### config.mk
export PLATFORM = sky130hd
export DESIGN_NAME = cfg_guard_irq
export DESIGN_NICKNAME = d
export VERILOG_FILES = /design/src/rtl/cgi_pkg.sv /design/src/rtl/cgi_regs.sv /design/src/rtl/cgi_events.sv /design/src/rtl/cgi_status.sv /design/src/rtl/cfg_guard_irq.sv
export SDC_FILE = /design/constraint.sdc
export NUM_CORES = 1
export LEC_CHECK = 0
export BUFFER_PORTS_ARGS = -buffer_cell sky130_fd_sc_hd__buf_2
export CAP_MARGIN = 20
export CORE_UTILIZATION = 35
export CTS_CLUSTER_DIAMETER = 200
export CTS_CLUSTER_SIZE = 14
export DETAILED_ROUTE_END_ITERATION = 10
export GPL_ROUTABILITY_DRIVEN = 0
export PLACE_DENSITY = 0.67
export SYNTH_ARGS = -nofsm -noshare
export SYNTH_HDL_FRONTEND = slang
export SYNTH_HIERARCHICAL = 1
export SYNTH_SLANG_ARGS = --single-unit
### constraint.sdc
create_clock -name clk -period 1.3 [get_ports clk]
set_input_delay 0.065 -clock clk [delete_from_list [all_inputs] [get_ports clk]]
set_output_delay 0.065 -clock clk [all_outputs]
set_load 0.005 [all_outputs]
### src/rtl/cgi_pkg.sv
// Package cgi_pkg: shared sizes, register addresses and status bit positions
// for the configuration-guarded interrupt controller.
package cgi_pkg;
    localparam int DW    = 8;
    localparam int AW    = 2;
    localparam int N_ADC = 4;
    localparam int N_DAC = 4;
    localparam int PW    = N_ADC + N_DAC;

    localparam logic [AW-1:0] A_PWR  = 2'd0;
    localparam logic [AW-1:0] A_CFG  = 2'd1;
    localparam logic [AW-1:0] A_MASK = 2'd2;
    localparam logic [AW-1:0] A_STAT = 2'd3;

    localparam int B_TM  = 7;
    localparam int B_SP  = 6;
    localparam int B_CLK = 5;
    localparam int B_RSV = 4;

    typedef struct packed {
        logic [1:0] speed;
        logic [1:0] fmt;
    } port_cfg_t;
endpackage

### src/rtl/cgi_regs.sv
// Module cgi_regs: the power, configuration and mask registers and the
// registered read-back multiplexer.
// Assumes that a write and a read never share a cycle, and that the status
// value arrives from cgi_status.
module cgi_regs
    import cgi_pkg::*;
(
    input  logic            clk,
    input  logic            rst_n,
    input  logic            wr_en,
    input  logic            rd_en,
    input  logic [AW-1:0]   addr,
    input  logic [DW-1:0]   wdata,
    input  logic [DW-1:0]   status_i,
    output logic [N_ADC-1:0] pd_adc,
    output logic [N_DAC-1:0] pd_dac,
    output port_cfg_t       cfg,
    output logic [DW-1:0]   mask,
    output logic [DW-1:0]   rdata
);
    localparam logic [DW-1:0] MASK_KEEP = ~(DW'(1) << B_RSV);

    logic [PW-1:0] pwr_q;
    port_cfg_t     cfg_q;
    logic [DW-1:0] mask_q;
    logic [DW-1:0] rdata_q;
    logic [DW-1:0] rd_mux;

    // Hold the software-writable registers.
    always_ff @(posedge clk) begin
        if (!rst_n) begin
            pwr_q  <= '1;
            cfg_q  <= '0;
            mask_q <= '0;
        end else if (wr_en) begin
            case (addr)
                A_PWR:   pwr_q  <= wdata[PW-1:0];
                A_CFG:   cfg_q  <= port_cfg_t'(wdata[3:0]);
                A_MASK:  mask_q <= wdata & MASK_KEEP;
                default: ;
            endcase
        end
    end

    // Select the read-back source for the addressed register.
    always_comb begin
        case (addr)
            A_PWR:   rd_mux = DW'(pwr_q);
            A_CFG:   rd_mux = DW'(cfg_q);
            A_MASK:  rd_mux = mask_q;
            default: rd_mux = status_i;
        endcase
    end

    // Register the read data on every read strobe.
    always_ff @(posedge clk) begin
        if (!rst_n) rdata_q <= '0;
        else if (rd_en) rdata_q <= rd_mux;
    end

    assign pd_adc = pwr_q[N_ADC-1:0];
    assign pd_dac = pwr_q[PW-1:N_ADC];
    assign cfg    = cfg_q;
    assign mask   = mask_q;
    assign rdata  = rdata_q;

    AST_MASK_RSV_ZERO: assert property (@(posedge clk) disable iff (!rst_n)
        mask[B_RSV] == 1'b0);
    AST_RDATA_HOLD: assert property (@(posedge clk) disable iff (!rst_n)
        !rd_en |=> $stable(rdata));
endmodule

### src/rtl/cgi_events.sv
// Module cgi_events: turns writes, strobes and the power state into a
// one-cycle event vector laid out like the status register.
// Assumes the strobes are synchronous one-cycle pulses. The event logic is
// purely combinational.
module cgi_events
    import cgi_pkg::*;
(
    input  logic             cfg_wr,
    input  port_cfg_t        cfg_new,
    input  port_cfg_t        cfg_cur,
    input  logic [N_ADC-1:0] pd_adc,
    input  logic [N_DAC-1:0] pd_dac,
    input  logic             ratio_stb,
    input  logic             tm_stb,
    input  logic [N_ADC-1:0] ovfl,
    output logic             all_pd,
    output logic [DW-1:0]    evt
);
    logic fmt_diff;
    logic spd_diff;

    assign all_pd   = (&pd_adc) & (&pd_dac);
    assign fmt_diff = cfg_new.fmt   != cfg_cur.fmt;
    assign spd_diff = cfg_new.speed != cfg_cur.speed;

    // Build the event vector in status-register bit order.
    always_comb begin
        evt          = '0;
        evt[B_TM]    = tm_stb;
        evt[B_CLK]   = ratio_stb & ~all_pd;
        evt[B_SP]    = ~all_pd & (ratio_stb | (cfg_wr & (fmt_diff | spd_diff)));
        evt[N_ADC-1:0] = ovfl;
    end
endmodule

### src/rtl/cgi_status.sv
// Module cgi_status: sticky status bits with clear-on-read, and the
// registered active-low interrupt line.
// Assumes that a clear request means "status was read this cycle". An event
// in the same cycle as the clear wins over the clear.
module cgi_status
    import cgi_pkg::*;
(
    input  logic          clk,
    input  logic          rst_n,
    input  logic [DW-1:0] evt,
    input  logic          clr,
    input  logic [DW-1:0] mask,
    output logic [DW-1:0] status,
    output logic          irq_n
);
    logic [DW-1:0] status_q;
    logic          irq_n_q;

    // One sticky flop per status bit.
    for (genvar i = 0; i < DW; i++) begin : g_bit
        always_ff @(posedge clk) begin
            if (!rst_n) status_q[i] <= 1'b0;
            else        status_q[i] <= (status_q[i] & ~clr) | evt[i];
        end
    end

    // Register the masked NOR so that the line never glitches.
    always_ff @(posedge clk) begin
        if (!rst_n) irq_n_q <= 1'b1;
        else        irq_n_q <= ~|(status_q & ~mask);
    end

    assign status = status_q;
    assign irq_n  = irq_n_q;

    AST_IRQ_FOLLOWS: assert property (@(posedge clk) disable iff (!rst_n)
        irq_n == !$past(|(status & ~mask)));
    AST_READ_CLEARS: assert property (@(posedge clk) disable iff (!rst_n)
        (clr && evt == '0) |=> status == '0);
    AST_EVENT_KEPT: assert property (@(posedge clk) disable iff (!rst_n)
        (evt != '0) |=> ((status & $past(evt)) == $past(evt)));
    AST_STICKY: assert property (@(posedge clk) disable iff (!rst_n)
        !clr |=> ((status & $past(status)) == $past(status)));
endmodule

### src/rtl/cfg_guard_irq.sv
// Module cfg_guard_irq: top level of the configuration-guarded interrupt
// controller. It ties the register file, the event detector and the status
// block together.
// Assumes that reg_wr and reg_rd are never high together and that all
// strobes are synchronous to clk.
module cfg_guard_irq
    import cgi_pkg::*;
(
    input  logic             clk,
    input  logic             rst_n,
    input  logic             reg_wr,
    input  logic             reg_rd,
    input  logic [AW-1:0]    reg_addr,
    input  logic [DW-1:0]    reg_wdata,
    output logic [DW-1:0]    reg_rdata,
    input  logic             ratio_chg,
    input  logic             test_mode_enter,
    input  logic [N_ADC-1:0] adc_ovfl,
    output logic [N_ADC-1:0] adc_pwr_dn,
    output logic [N_DAC-1:0] dac_pwr_dn,
    output logic [1:0]       port_fmt,
    output logic [1:0]       port_speed,
    output logic             irq_n
);
    port_cfg_t     cfg;
    logic [DW-1:0] mask;
    logic [DW-1:0] status;
    logic [DW-1:0] evt;
    logic          all_pd;
    logic          cfg_wr;
    logic          stat_rd;
    port_cfg_t     cfg_new;

    assign cfg_wr  = reg_wr & (reg_addr == A_CFG);
    assign stat_rd = reg_rd & (reg_addr == A_STAT);
    assign cfg_new = port_cfg_t'(reg_wdata[3:0]);

    cgi_regs u_regs (
        .clk      (clk),
        .rst_n    (rst_n),
        .wr_en    (reg_wr),
        .rd_en    (reg_rd),
        .addr     (reg_addr),
        .wdata    (reg_wdata),
        .status_i (status),
        .pd_adc   (adc_pwr_dn),
        .pd_dac   (dac_pwr_dn),
        .cfg      (cfg),
        .mask     (mask),
        .rdata    (reg_rdata)
    );

    cgi_events u_events (
        .cfg_wr    (cfg_wr),
        .cfg_new   (cfg_new),
        .cfg_cur   (cfg),
        .pd_adc    (adc_pwr_dn),
        .pd_dac    (dac_pwr_dn),
        .ratio_stb (ratio_chg),
        .tm_stb    (test_mode_enter),
        .ovfl      (adc_ovfl),
        .all_pd    (all_pd),
        .evt       (evt)
    );

    cgi_status u_status (
        .clk    (clk),
        .rst_n  (rst_n),
        .evt    (evt),
        .clr    (stat_rd),
        .mask   (mask),
        .status (status),
        .irq_n  (irq_n)
    );

    assign port_fmt   = cfg.fmt;
    assign port_speed = cfg.speed;

    AST_FMT_CHANGE: assert property (@(posedge clk) disable iff (!rst_n)
        (reg_wr && reg_addr == A_CFG && reg_wdata[1:0] != port_fmt && !all_pd)
        |=> status[B_SP]);
    AST_SPEED_CHANGE: assert property (@(posedge clk) disable iff (!rst_n)
        (reg_wr && reg_addr == A_CFG && reg_wdata[3:2] != port_speed && !all_pd)
        |=> status[B_SP]);
    AST_QUIET_POWERED_DOWN: assert property (@(posedge clk) disable iff (!rst_n)
        ($rose(status[B_SP]) || $rose(status[B_CLK])) |-> !$past(&{adc_pwr_dn, dac_pwr_dn}));
    AST_RATIO_PAIR: assert property (@(posedge clk) disable iff (!rst_n)
        (ratio_chg && !(&{adc_pwr_dn, dac_pwr_dn})) |=> (status[B_CLK] && status[B_SP]));
    AST_TEST_MODE: assert property (@(posedge clk) disable iff (!rst_n)
        test_mode_enter |=> status[B_TM]);
    AST_OVERFLOW: assert property (@(posedge clk) disable iff (!rst_n)
        (adc_ovfl != '0) |=> ((status[N_ADC-1:0] & $past(adc_ovfl)) == $past(adc_ovfl)));
    AST_STATUS_RSV_ZERO: assert property (@(posedge clk) disable iff (!rst_n)
        status[B_RSV] == 1'b0);
    AST_SP_HAS_CAUSE: assert property (@(posedge clk) disable iff (!rst_n)
        $rose(status[B_SP]) |-> $past(ratio_chg || (reg_wr && reg_addr == A_CFG)));
endmodule

==> results_dict.tcl <==
set metrics [dict create \
    wl_met1_um 1908 \
    grt_setup_unrepaired "yes" \
    hold_viol 0 \
    rrSetupSlack_ns 0.03 \
    areaGrowthSynthToFinish_pct 25.40 \
    cp-startpoint "u_regs/pwr_q[2]$_SDFFE_PN1P_" \
    synthDistinctLibCells 34 \
    crit_path_end "u_regs/rdata[2]$_SDFFE_PN0P_" \
    place_area_mm2 0.001948 \
    syn-cell-area_mm2 0.001709 \
    yosysWarnings 6 \
    whs_ns 0.01457 \
    final_cells 294 \
    finalCriticalPeriod_ns 1.272 \
    min_path_type "in -> reg" \
    required_ns 1.49 \
    syn-mean-instance-area_um2 9.548 \
    skew_ns 0.006757 \
    clkSinkCount 36 \
    antenna_cells 0 \
    hpwlAfterDp_um 2970 \
    r2r_start "u_regs/pwr_q[2]$_SDFFE_PN1P_" \
    wl_met2_um 1752 \
    fp.dieW_um 71.88 \
    wl_met3_um 175 \
    io_buffer_count 40 \
    drc 0 \
    placedCellCount 278 \
    vias_per_cell 4.650 \
    fin_setup_tns_ns 0 \
    io_pins 41 \
    h-tree-depth 2 \
    period_share_pct 97.82 \
    postCtsSetupRepairBufs 0 \
    powerDensity_mw_per_mm2 1196 \
    vias 1367 \
    grt-ovfl-total 0 \
    synth-seq-area-share_pct 42.17 \
    setup_violations 0 \
    core_mm2 0.004723 \
    start_util_pct 36.19 \
    synth_cells 179 \
    ant_nets 0 \
    start_kind "flip-flop" \
    grt_max_degree 32 \
    routedWlPerCell_um 13.32 \
    synth-seq-cells 36 \
    cts.path.max_buffers 2 \
    cts_tree "built" \
    cts_root_buffer "clkbuf_8" \
    status "finished, final reports clean" \
    routed.top_layer "met4" \
    timing.fmax_mhz 786.4 \
    fin_nets 246 \
    cap_violations 0 \
    cts_buffers 5 \
    die_y_um 71.88 \
    drt_iter0_drc 47 \
    fillCellCount 473 \
    grt_first_pass_wirelength_um 6354 \
    grt_pass1_vias 1290 \
    power.total_mw 2.563 \
    critPathKind "reg -> reg" \
    drive_gt1_share_pct 29.52 \
    grtUsageTotal_pct 16.85 \
    floorplan.rows 25 \
    worst_ep_arrival_time_ns 1.46 \
    r2r_cells 3 \
    clkLatencyLatePin_ns 0.29 \
    peakVddDrop_mv 0.4093 \
    first_pass_iters 4 \
    power.leakage_nw 1.047 \
    end_kind "flip-flop" \
    syn_nets 199 \
    critical_path.max_fanout 4 \
    final-max-slew-violation-count 0 \
    die_area_mm2 0.005167 \
    wirelength_um 3916 \
    r2r-end "u_regs/rdata[2]$_SDFFE_PN0P_" \
    design_area_mm2 0.002143 \
    clkTransAtPathRegs_ns 0.08 \
    antenna_found_initial 0 \
]
==> metrics by stage <==
stage	setup slack (ns)	util, %
2_1_floorplan	0.1037	-
3_3_place_gp	0.06615	41.25
3_5_place_dp	0.05178	41.25
4_1_cts	0.03842	45.30
5_1_grt	-0.01328	45.38
6_report	0.02837	45.38
==> per-layer routing <==
metal | global-route usage [%] | up-vias
met5 | 0 | -
met4 | 8.497 | 0
met3 | 4.219 | 9
met2 | 26.31 | 38
met1 | 21.65 | 631
li1 | - | 689
==> worst min-delay path by stage <==
stage               startpoint                            end  slack (ns)  cells past startpoint
3_5_place_dp       adc_ovfl[0]  u_status/status[0]$_SDFF_PN0_        0.28                      2
6_report          reg_wdata[7]   u_regs/pwr_q[7]$_SDFFE_PN1P_        0.01                      3
3_3_place_gp   test_mode_enter  u_status/status[7]$_SDFF_PN0_        0.27                      2
2_1_floorplan     reg_wdata[7]   u_regs/pwr_q[7]$_SDFFE_PN1P_        0.19                      2
4_1_cts           reg_wdata[7]   u_regs/pwr_q[7]$_SDFFE_PN1P_        0.01                      3
5_1_grt           reg_wdata[7]   u_regs/pwr_q[7]$_SDFFE_PN1P_        0.02                      3
==> kinds of logic (layout without fill, tap and decap cells) <==
group                  count (synthesis)  in the layout  share of synthesized area (%)
flip-flops                            36             36                          42.17
buffers and inverters                 26             74                          8.565
XOR/XNOR                               4              4                          2.050
AO/OA/AOI/OAI                         23             23                          9.736
AND/OR/NAND/NOR                       66             66                          20.13
multiplexers                          22             22                          16.91
other                                  2              2                         0.4394
==> worst max-delay path, stage by stage, from the launching register on <==
cell and delay (ns):
dfxtp_1 0.36, mux4_1 0.57, mux2i_1 0.17, nor2b_1 0.06
==> synth_stat cells <==
cell type,instances,area share (%)
dfxtp_1,36,42
o41ai_1,1,0.51
clkinv_1,1,0.22
buf_1,1,0.22
mux4_1,4,6.1
buf_4,8,3.5
o21ai_0,4,1.2
o21a_1,8,3.5
mux2_2,3,2.0
nor3b_2,1,0.73
nand2_1,23,5.1
nor2_1,11,2.4
a21oi_1,1,0.29
nand4_1,2,0.73
inv_2,1,0.22
o41ai_2,1,0.95
or3b_1,1,0.51
o22ai_1,3,1.1
xor2_1,4,2.0
and3_2,1,0.44
clkbuf_1,3,0.66
nand3b_4,1,1.2
and3b_1,1,0.51
o22ai_2,1,0.73
buf_6,2,1.3
nor2b_1,15,5.5
a31oi_1,4,1.5
mux2i_1,15,8.8
buf_2,2,0.59
conb_1,2,0.44
clkbuf_2,1,0.29
nand3_1,9,2.6
inv_1,7,1.5
nand3b_1,1,0.44
==> report_power, final <==
part	internal [mW]	leakage [nW]	total (mW)	switching [mW]
logic	0.193	0.696	0.369	0.176
registers	1.17	0.297	1.21	0.0462
clock network	0.567	0.0541	0.981	0.414
==> flip-flops by register name (all words and copies together) (netlist names) <==
signal and flops:
u_regs/pwr_q 8, u_regs/rdata 8, u_status/status 8, u_regs/mask 7, u_regs/cfg 4, u_status/irq_n 1
==> cell usage in the layout, fill, tap and decap left out, types with 4 or more instances in the layout <==
master         synthesis  routed
buf_4                  8       9
nand2_1               23      23
xor2_1                 4       4
nor2b_1               15      15
nor2_1                11      11
o21a_1                 8       8
mux4_1                 4       4
buf_2                  2      40
dlygate4sd3_1          0       8
clkbuf_8               0       5
dfxtp_1               36      35
o21ai_0                4       4
a31oi_1                4       4
mux2i_1               15      15
nand3_1                9       9
inv_1                  7       7
==> cell type report <==
type	count	area (um2)	share of cell area, %
Clock buffer	5	68.82	3.211
Clock inverter	3	42.54	1.985
Inverter	9	33.78	1.576
Multi-Input combinational cell	117	842.1	39.29
Sequential cell	36	724.4	33.80
Tap cell	67	83.83	3.911
Timing Repair Buffer	57	347.8	16.23
==> repair_timing <==
item                                   4_1_cts  5_1_grt
hold buffers                                 8        0
endpoints found under the hold margin        8        0
resized for setup                            0        2
setup endpoints to repair                    0        2
Note: power is estimated with default switching activity, not from simulation.
